$ cat config.mk
export PLATFORM = sky130hd
export DESIGN_NAME = fsq_frame_seq
export DESIGN_NICKNAME = d
export VERILOG_FILES = /design/src/rtl/fsq_pkg.sv /design/src/rtl/fsq_set_mux.sv /design/src/rtl/fsq_advance.sv /design/src/rtl/fsq_frame_seq.sv
export SDC_FILE = /design/constraint.sdc
export NUM_CORES = 1
export LEC_CHECK = 0
export BUFFER_PORTS_ARGS = -buffer_cell sky130_fd_sc_hd__buf_2
export CAP_MARGIN = 20
export CORE_AREA = 2 2 217 219
export CTS_CLUSTER_SIZE = 14
export DETAILED_ROUTE_END_ITERATION = 16
export DIE_AREA = 0 0 219 221
export SLEW_MARGIN = 10
export SYNTH_ARGS = -nofsm -noshare
export SYNTH_HDL_FRONTEND = slang
export SYNTH_SLANG_ARGS = --single-unit
$ cat constraint.sdc
create_clock -name clk -period 16.07 [get_ports clk]
set_input_delay 0 -clock clk [delete_from_list [all_inputs] [get_ports clk]]
set_output_delay 0 -clock clk [all_outputs]
set_load 0.01 [all_outputs]
$ cat src/rtl/fsq_pkg.sv
package fsq_pkg;

    typedef enum logic {
        FSQ_IDLE  = 1'b0,
        FSQ_LINES = 1'b1
    } fsq_state_e;

endpackage

$ cat src/rtl/fsq_set_mux.sv
module fsq_set_mux #(
    parameter int N_SETS = 4,
    parameter int AW     = 32,
    parameter int NBW    = 8,
    parameter int HW     = 17,
    parameter int SETW   = 2
) (
    input  logic [SETW-1:0]      idx,
    input  logic [N_SETS*AW-1:0] base_bus,
    input  logic [N_SETS*NBW-1:0] nbuf_bus,
    input  logic [N_SETS*AW-1:0] bstep_bus,
    input  logic [N_SETS*AW-1:0] lstep_bus,
    input  logic [N_SETS*HW-1:0] height_bus,
    output logic [AW-1:0]        base_o,
    output logic [NBW-1:0]       nbuf_o,
    output logic [AW-1:0]        bstep_o,
    output logic [AW-1:0]        lstep_o,
    output logic [HW-1:0]        height_o
);

    always_comb begin
        base_o   = '0;
        nbuf_o   = '0;
        bstep_o  = '0;
        lstep_o  = '0;
        height_o = '0;
        for (int i = 0; i < N_SETS; i++) begin
            if (idx == SETW'(i)) begin
                base_o   = base_bus[i*AW +: AW];
                nbuf_o   = nbuf_bus[i*NBW +: NBW];
                bstep_o  = bstep_bus[i*AW +: AW];
                lstep_o  = lstep_bus[i*AW +: AW];
                height_o = height_bus[i*HW +: HW];
            end
        end
    end

endmodule

$ cat src/rtl/fsq_advance.sv
module fsq_advance #(
    parameter int SETW = 2,
    parameter int CNTW = 3,
    parameter int NBW  = 8,
    parameter int AW   = 32
) (
    input  logic            mode_all,
    input  logic [SETW-1:0] set_i,
    input  logic [NBW-1:0]  bidx_i,
    input  logic [AW-1:0]   boff_i,
    input  logic [NBW-1:0]  nbuf,
    input  logic [AW-1:0]   bstep,
    input  logic [CNTW-1:0] active,
    output logic [SETW-1:0] set_o,
    output logic [NBW-1:0]  bidx_o,
    output logic [AW-1:0]   boff_o
);

    logic [NBW:0]  bidx_inc;
    logic [CNTW:0] set_inc;
    logic          last_buf;

    always_comb begin
        bidx_inc = (NBW+1)'(bidx_i) + (NBW+1)'(1);
        set_inc  = (CNTW+1)'(set_i) + (CNTW+1)'(1);
        last_buf = (nbuf <= NBW'(1)) || (bidx_inc >= {1'b0, nbuf});
        if (last_buf) begin
            bidx_o = '0;
            boff_o = '0;
            if (mode_all) begin
                set_o = (set_inc >= {1'b0, active}) ? '0 : set_inc[SETW-1:0];
            end else begin
                set_o = set_i;
            end
        end else begin
            bidx_o = bidx_inc[NBW-1:0];
            boff_o = boff_i + bstep;
            set_o  = set_i;
        end
    end

endmodule

$ cat src/rtl/fsq_frame_seq.sv
module fsq_frame_seq
    import fsq_pkg::*;
#(
    parameter int N_SETS = 4,
    parameter int AW     = 32,
    parameter int NBW    = 8,
    parameter int HW     = 17,
    parameter int REQW   = 7,
    localparam int SETW  = (N_SETS > 1) ? $clog2(N_SETS) : 1,
    localparam int CNTW  = $clog2(N_SETS + 1)
) (
    input  logic                   clk,
    input  logic                   rst_n,
    input  logic                   mode_all_sets,
    input  logic [SETW-1:0]        start_set,
    input  logic [REQW-1:0]        req_sets,
    input  logic [N_SETS*AW-1:0]   set_base,
    input  logic [N_SETS*NBW-1:0]  set_nbuf,
    input  logic [N_SETS*AW-1:0]   set_bstep,
    input  logic [N_SETS*AW-1:0]   set_lstep,
    input  logic [N_SETS*HW-1:0]   set_height,
    input  logic                   frame_start,
    input  logic                   line_done,
    output logic [AW-1:0]          line_addr,
    output logic                   line_valid,
    output logic                   frame_done,
    output logic [AW-1:0]          last_base
);

    typedef struct packed {
        fsq_state_e      st;
        logic            fresh;
        logic [SETW-1:0] set;
        logic [NBW-1:0]  bidx;
        logic [AW-1:0]   boff;
        logic [HW-1:0]   rem;
        logic [AW-1:0]   addr;
        logic            valid;
        logic            done;
        logic [AW-1:0]   last;
    } seq_t;

    seq_t q, d;

    logic [CNTW-1:0] active_d;
    logic [SETW-1:0] start_ok_d;
    logic            reselect_d;
    logic            idle_d;
    logic [SETW-1:0] sel_set_d;
    logic [NBW-1:0]  sel_bidx_d;
    logic [AW-1:0]   sel_boff_d;
    logic [SETW-1:0] mux_idx_d;
    logic [AW-1:0]   frame_base_d;

    logic [AW-1:0]   m_base, m_bstep, m_lstep;
    logic [NBW-1:0]  m_nbuf;
    logic [HW-1:0]   m_height;

    logic [SETW-1:0] adv_set_in, adv_set_out;
    logic [NBW-1:0]  adv_bidx_in, adv_bidx_out;
    logic [AW-1:0]   adv_boff_in, adv_boff_out;

    // Selection of the set and buffer for a frame about to start
    always_comb begin
        idle_d = (q.st == FSQ_IDLE);
        if (req_sets != '0 && req_sets <= REQW'(N_SETS)) begin
            active_d = CNTW'(req_sets);
        end else begin
            active_d = CNTW'(1);
        end
        start_ok_d = (CNTW'(start_set) < active_d) ? start_set : '0;
        reselect_d = q.fresh
                  || (CNTW'(q.set) >= active_d)
                  || (!mode_all_sets && (start_ok_d != q.set));
        sel_set_d  = reselect_d ? start_ok_d : q.set;
        sel_bidx_d = reselect_d ? '0 : q.bidx;
        sel_boff_d = reselect_d ? '0 : q.boff;
        mux_idx_d  = idle_d ? sel_set_d : q.set;
        adv_set_in  = idle_d ? sel_set_d  : q.set;
        adv_bidx_in = idle_d ? sel_bidx_d : q.bidx;
        adv_boff_in = idle_d ? sel_boff_d : q.boff;
        frame_base_d = m_base + sel_boff_d;
    end

    fsq_set_mux #(
        .N_SETS(N_SETS), .AW(AW), .NBW(NBW), .HW(HW), .SETW(SETW)
    ) u_mux (
        .idx        (mux_idx_d),
        .base_bus   (set_base),
        .nbuf_bus   (set_nbuf),
        .bstep_bus  (set_bstep),
        .lstep_bus  (set_lstep),
        .height_bus (set_height),
        .base_o     (m_base),
        .nbuf_o     (m_nbuf),
        .bstep_o    (m_bstep),
        .lstep_o    (m_lstep),
        .height_o   (m_height)
    );

    fsq_advance #(
        .SETW(SETW), .CNTW(CNTW), .NBW(NBW), .AW(AW)
    ) u_adv (
        .mode_all (mode_all_sets),
        .set_i    (adv_set_in),
        .bidx_i   (adv_bidx_in),
        .boff_i   (adv_boff_in),
        .nbuf     (m_nbuf),
        .bstep    (m_bstep),
        .active   (active_d),
        .set_o    (adv_set_out),
        .bidx_o   (adv_bidx_out),
        .boff_o   (adv_boff_out)
    );

    // Next-state computation
    always_comb begin
        d      = q;
        d.done = 1'b0;
        if (idle_d && frame_start) begin
            d.fresh = 1'b0;
            d.last  = frame_base_d;
            d.set   = sel_set_d;
            d.bidx  = sel_bidx_d;
            d.boff  = sel_boff_d;
            if (m_height == '0) begin
                d.done = 1'b1;
                d.set  = adv_set_out;
                d.bidx = adv_bidx_out;
                d.boff = adv_boff_out;
            end else begin
                d.st    = FSQ_LINES;
                d.valid = 1'b1;
                d.addr  = frame_base_d;
                d.rem   = m_height;
            end
        end else if (!idle_d && line_done) begin
            if (q.rem == HW'(1)) begin
                d.st    = FSQ_IDLE;
                d.valid = 1'b0;
                d.done  = 1'b1;
                d.set   = adv_set_out;
                d.bidx  = adv_bidx_out;
                d.boff  = adv_boff_out;
            end else begin
                d.rem  = q.rem - HW'(1);
                d.addr = q.addr + m_lstep;
            end
        end
    end

    always_ff @(posedge clk) begin
        if (!rst_n) begin
            q       <= '0;
            q.st    <= FSQ_IDLE;
            q.fresh <= 1'b1;
            q.last  <= '1;
        end else begin
            q <= d;
        end
    end

    assign line_addr  = q.addr;
    assign line_valid = q.valid;
    assign frame_done = q.done;
    assign last_base  = q.last;

    // Until a frame has begun, the last-base register keeps its reset value
    p_unread_all_ones_r1: assert property (@(posedge clk) disable iff (!rst_n)
        q.fresh |-> (last_base == '1));

    // An accepted start of a non-empty set shows its base on both outputs
    p_start_presents_r2: assert property (@(posedge clk) disable iff (!rst_n)
        (idle_d && frame_start && m_height != '0) |=> (line_valid && line_addr == last_base));

    // Consecutive lines of one frame differ by the line step
    p_line_step_r3: assert property (@(posedge clk) disable iff (!rst_n)
        ($past(line_valid && line_done) && line_valid)
            |-> (line_addr == $past(line_addr) + $past(m_lstep)));

    // The end-of-frame strobe lasts one cycle
    p_done_single_r4: assert property (@(posedge clk) disable iff (!rst_n)
        frame_done |=> !frame_done);

    // No line is presented while the end-of-frame strobe is up
    p_done_no_line_r4: assert property (@(posedge clk) disable iff (!rst_n)
        frame_done |-> !line_valid);

    // A new frame's first line is the base recorded for it
    p_first_line_base_r10: assert property (@(posedge clk) disable iff (!rst_n)
        $rose(line_valid) |-> (last_base == line_addr));

endmodule

# [Word level (Yosys, flattened, before mapping)]
# Cells that the tools add are included.
[word_totals] register_bits=127 in_bits=498
[op_classes] n_lt_le_gt_ge=6 bitwise=1 n_eq_ne=7 n_addsub=6 n_mux=45 n_reduce_logical=16
[op_table] operator="two-way mux 32 bit" n=15
[op_table] operator="two-way mux 93 bit" n=2
[op_table] operator="adder 32 bit" n=3
[op_table] operator="two-way mux 42 bit" n=2
[op_table] operator="two-way mux 17 bit" n=4
[op_table] operator="two-way mux 8 bit" n=7
[op_table] operator="two-way mux 50 bit" n=1
[op_table] operator="two-way mux 49 bit" n=1
[op_table] operator="equality test 17 x 1 -> 1 bit, second input constant" n=1
[op_table] operator="zero test 17 bit" n=1
[op_table] operator="subtractor 17 x 1 -> 17 bit, second input constant" n=1
[op_table] operator="two-way mux 2 bit" n=7
[op_table] operator="adder 8 x 1 -> 9 bit, second input constant" n=1
[op_table] operator=">= comparator 9 x 8 -> 1 bit" n=1
[op_table] operator="less-or-equal comparator 8 x 1 -> 1 bit, second input constant" n=1
[op_table] operator="less-or-equal comparator 7 x 3 -> 1 bit, second input constant" n=1
[op_table] operator="nonzero test 7 bit" n=1
[op_table] operator="AND reduction 3 bit" n=2
[op_table] operator="two-way mux 1 bit" n=5
[op_table] operator="equality test 2 bit, second input constant" n=2
[op_table] operator=">= comparator 4 x 3 -> 1 bit" n=1
[op_table] operator="logical AND 1 bit" n=4
[op_table] operator="inequality test 2 bit, second input constant" n=2
[op_table] operator="nonzero test 2 bit" n=2
[op_table] operator="other kinds (11)" n=13

# [Longest topological paths before layout]
[logic_depth] depth_word=21 mapped_depth=36 mapped_depth_nobuf=30

# [Hierarchy]
# From an unflattened synthesis, not the netlist that was laid out.
[hier_totals] hier_cells=1718 area_unflattened_um2=14734.1
[by_module_without_submodules] mod="fsq_frame_seq" area_per_inst_um2=9326.4 n_inst=1 cells_each=1212 seq_area_each_um2=2522.4
[by_module_without_submodules] mod="fsq_set_mux" area_per_inst_um2=3019.1 n_inst=1 cells_each=148 seq_area_each_um2=0.0
[by_module_without_submodules] mod="fsq_advance" area_per_inst_um2=2388.5 n_inst=1 cells_each=358 seq_area_each_um2=0.0

# [Worst setup path after synthesis]
# OpenSTA, ideal clock, no wires.
[synth_path] path_kind="input to register" startpoint="input port req_sets[4]" endpoint="register q[114] (netlist name)" path_slack_ns=9.406 n_path_buf=6 t_arrival_ns=6.547 path_stages=32 path_cell_list="or3_4 -> nor2_1 -> nand2_1 -> ha_1 -> nor2_1 -> a22o_1 -> xnor2_1 -> a41oi_4 -> o21a_1 -> buf_4 -> mux2_2 -> inv_1 -> ha_1 -> clkbuf_1 -> buf_2 -> clkbuf_1 -> nor2b_1 -> clkbuf_1 -> clkbuf_1 -> a221o_1 -> o21ai_0 -> o21ai_0 -> ha_1 -> a211oi_1 -> o21ai_0 -> a2111oi_0 -> o211a_1 -> o31ai_1 -> a31oi_1 -> xnor2_1 -> nor4_1 -> o22a_1"
[synth_via] elab_chain_cells=21 elab_cells_between_ends=44 classes_between="add/sub: 2; order compare: 5; eq/ne: 4; mux: 25; reduce/logical: 8"
[synth_lines] element="start, declared" line_no="fsq_frame_seq.sv:16" rtl="input logic [REQW-1:0] req_sets,"
[synth_lines] element="less-or-equal comparator 7 x 3 -> 1 bit or nonzero test 7 bit (tied branches)" line_no="fsq_frame_seq.sv:66" rtl="if (req_sets != '0 && req_sets <= REQW'(N_SETS)) begin"
[synth_lines] element="logical AND 1 bit *" line_no="fsq_frame_seq.sv:66"
[synth_lines] element="two-way mux 3 bit *" line_no="fsq_frame_seq.sv:66"
[synth_lines] element="branches (longest 17 deep; another with less-than comparator 2 x 3 -> 1 bit)"
[synth_lines] element="two-way mux 93 bit *" line_no="fsq_frame_seq.sv:120" rtl="if (idle_d && frame_start) begin"
[synth_lines] element="end, declared" line_no="fsq_frame_seq.sv:43" rtl="seq_t q, d;"
# Every way passes the cells marked *. The select of a mux whose other input is x is not followed.
# A chain may end at the register's enable or synchronous reset.

# [Worst setup path after layout]
[layout_path] startpoint="register q[123] (netlist name)" endpoint="register q (netlist bit line_addr[29])"
[layout_via] elab_chain_cells=14 elab_cells_between_ends=33 classes_between="add/sub: 2; order compare: 1; eq/ne: 5; mux: 19; reduce/logical: 6"
[layout_lines] element=">= comparator 2 x 3 -> 1 bit or inequality test 2 bit (tied branches)" line_no="fsq_frame_seq.sv:73, fsq_frame_seq.sv:74"
[layout_lines] element="logical OR 1 bit or logical AND 1 bit (tied branches)" line_no="fsq_frame_seq.sv:73, fsq_frame_seq.sv:74"
[layout_lines] element="logical OR 1 bit" line_no="fsq_frame_seq.sv:74" rtl="|| (!mode_all_sets && (start_ok_d != q.set));"
[layout_lines] element="two-way mux 2 bit" line_no="fsq_frame_seq.sv:75" rtl="sel_set_d = reselect_d ? start_ok_d : q.set;"
[layout_lines] element="two-way mux 2 bit" line_no="fsq_frame_seq.sv:78" rtl="mux_idx_d = idle_d ? sel_set_d : q.set;"
[layout_lines] element="zero test 2 bit" line_no="fsq_set_mux.sv:28" rtl="if (idx == SETW'(i)) begin"
[layout_lines] element="two-way mux 32 bit (4 in series)" line_no="fsq_set_mux.sv:28"
[layout_lines] element="adder 32 bit" line_no="fsq_frame_seq.sv:147" rtl="d.addr = q.addr + m_lstep;"
[layout_lines] element="two-way mux 49 bit" line_no="fsq_frame_seq.sv:138" rtl="if (q.rem == HW'(1)) begin"
[layout_lines] element="two-way mux 93 bit" line_no="fsq_frame_seq.sv:137" rtl="end else if (!idle_d && line_done) begin"
[layout_lines] element="two-way mux 93 bit" line_no="fsq_frame_seq.sv:120"
# Several ways; a longest one is shown, not always the timed one. The select of a mux whose other input is x is not followed.

==> metrics.txt <==
Syn Area/Cell 6.96 um2; syn nets 2819; post-CTS resize count 0; total number of vias 18234; Die Ht 221 um; switching pwr 0.000614 W; 1st-iter DRT viols 1648; IO buf count 563; Yosys warning total 0; vias per inst 5.67; post-route ant nets 0; Critical Path RT 16.36 ns; FP Rows 79; DR DRC count 0; CTS tree built; Pleak 8.64 nW; flops & latches, synth 126; Final Non-Filler Cells 3216; Placed Cells 3182; Core Footprint 46100 um2; EDFF count, synth 0; Rel. slew slack 24.6%; Setup-failing EPs final 0; Net Sw Frac 42.4%; CTS H-tree lvls 4; Power Dens Cells 77.7 nW/um2; commonest non-fill, non-tap cells in the layout buf_2 (563), nand2_1 (309), o21ai_0 (262); die area 48400 um2; Post-CTS Setup Bufs 0; FILL cells 4942; clock transition at the registers of the reported paths 0.07 ns; Synth cell types 90; outcome finished clean; gr ovfl total 0; worst skew pair latency 0.44 ns; worst-margin pin slew 1.13 ns; share of the yosys chip area belonging to registers 16.5%; # nets final 3215; WL/cell 21.0 um; Worst VDD drop 0.0786 mV; Clock Path Buffers 2; skew final 0.0130 ns; TritonCTS Buffers 17; f_max 129 MHz; Boundary Pins 564; most common cell after layout, fill and taps aside buf_2; initial antenna violation count 0; power share of the clock group 28.6%; area of the multi-input gates 11600 um2; Final HPWL DP 54000 um; Die X-Extent 219 um; Tcrit/Tclk final 48.3%; Worst Path Max Fanout 58; CP arrival 8.06 ns; Pins Over Slew Limit 0; overall routing resource usage 26.7%; synthesized cell area 15300 um2; crit start category register; final wirelength 67600 um; Internal Dissipation 0.000835 W; vias in the first global route 17004; setup repair after global routing missed its margin false; Reg power frac 24.7%; minimum clock period 7.77 ns; Fin. Hold Viols 0; top_reg_cell synth dfxtp_1; CTS root buf clkbuf_16; cts hold-fix bufs 0; sequential standard cell area 2520 um2; Worst Setup Path Type register to register; Max Cap Viol 0; async set-or-reset flop fraction in the synthesized netlist 0%; iteration count of the initial detailed-routing pass 6; largest net degree at the start of global routing 99; Crit. End Element register; RD Place Congestion 1.01; combinational power share 46.7%; TNS Setup 0 ns; starting density of the core 33.2%; layout cells sized above 1 25.9%; first-pass GRT wire length 101000 um; synthesis-to-finish area growth 21.9%; post-synthesis cell count 2199; HP Class primary input to register; total power 0.00145 W; clock sink total 126
## Yosys cell counts (all sizes together) (14+ instances only)
cell type / n / share of area [%]
o21ai: 276 / 9.1
a211oi: 27 / 1.4
a21oi: 203 / 6.7
mux2i: 18 / 1.3
clkbuf: 109 / 2.7
o211ai: 14 / 0.72
buf: 99 / 4.4
nor2: 188 / 4.7
nand2b: 17 / 0.70
a22oi: 36 / 2.1
inv: 38 / 0.93
nor2b: 17 / 0.70
and3: 19 / 0.78
nor3: 22 / 0.75
nand3b: 21 / 1.0
nand2: 310 / 7.6
or3: 19 / 0.84
a31oi: 34 / 1.4
ha: 119 / 9.7
a221o: 62 / 4.1
xnor2: 42 / 2.4
nand3: 29 / 0.95
a21o: 45 / 2.2
xor2: 39 / 2.2
dfxtp: 126 / 16
and2: 77 / 3.1
## final timing paths
check,cells past startpoint,end,from,slack [ns]
min,4,q[124],mode_all_sets,0.04
max reg2reg,23,line_addr[29],q[123],8.30
min reg2reg,2,q[125],q[125],0.46
max,23,line_addr[29],q[123],8.30
## through the flow
stage / hold slack (ns) / setup WS, ns / util [%] / instance area, um2
2_1_floorplan: 0.236 / 9.41 / - / 15300
5_1_grt: 0.0746 / 7.88 / 40.5 / 18600
3_5_place_dp: 0.419 / 7.87 / 39.1 / 18000
4_1_cts: 0.0209 / 8.22 / 40.5 / 18600
6_report: 0.0437 / 8.30 / 40.5 / 18600
3_3_place_gp: 0.414 / 8.01 / 39.1 / 18000
## logic make-up after synthesis
group	after synthesis	share of synthesized area, %
compound gates	837	35.7
xor+xnor	81	4.64
fa+ha+maj	122	10.1
buf+inv	246	8.00
flops	126	16.5
mux	20	1.41
simple gates	767	23.6
## area by class of cell
cell class / instances / area share [%]
clock buffer: 17 / 2.28
inverter: 38 / 0.765
timing repair buffer: 585 / 16.0
antenna: 1 / 0.0134
tap: 607 / 4.07
multi-input combinational: 1827 / 62.3
clock inverter: 15 / 1.00
sequential: 126 / 13.5
## per-layer routing
metal / GRT usage [%] / wire [um] / up-vias
met5: 0 / 0 / -
met4: 4.95 / 1010 / 0
met3: 4.37 / 4750 / 64
met2: 44.2 / 31700 / 766
met1: 36.6 / 30200 / 8619
li1: - / - / 8785
## state kept, by name (all words and copies together) (netlist names)
signal	cells
q	61
frame_done	1
line_addr	32
last_base	32
## worst max-delay path, stage by stage (launching register included)
cell and delay (ns):
dfxtp_1 0.41, inv_1 0.07, ha_1 0.27, nand2b_1 0.09, a21oi_1 0.06, o21bai_1 0.61
o21a_1 0.46, mux2i_1 0.53, ha_4 0.64, buf_4 0.67, buf_4 0.52, a221o_1 0.17
o21ai_0 0.32, o21ai_0 0.30, ha_1 0.32, o21ai_0 0.21, nand2b_1 0.11, and3_1 0.18
a31o_2 0.22, o21ai_1 0.55, o21ai_0 0.24, mux2_2 0.32, a211oi_1 0.23, a21oi_1 0.10
## power groups by stage
stage                     Clock (W)  Sequential, W  Combinational (W)
after floorplan                   0       0.000356           0.000451
after global placement            0       0.000364           0.000658
after detailed placement          0       0.000364           0.000666
after CTS                  0.000423       0.000357           0.000670
after global routing       0.000435       0.000360           0.000743
final                      0.000415       0.000358           0.000676
Power figures use the tool's default switching activity.
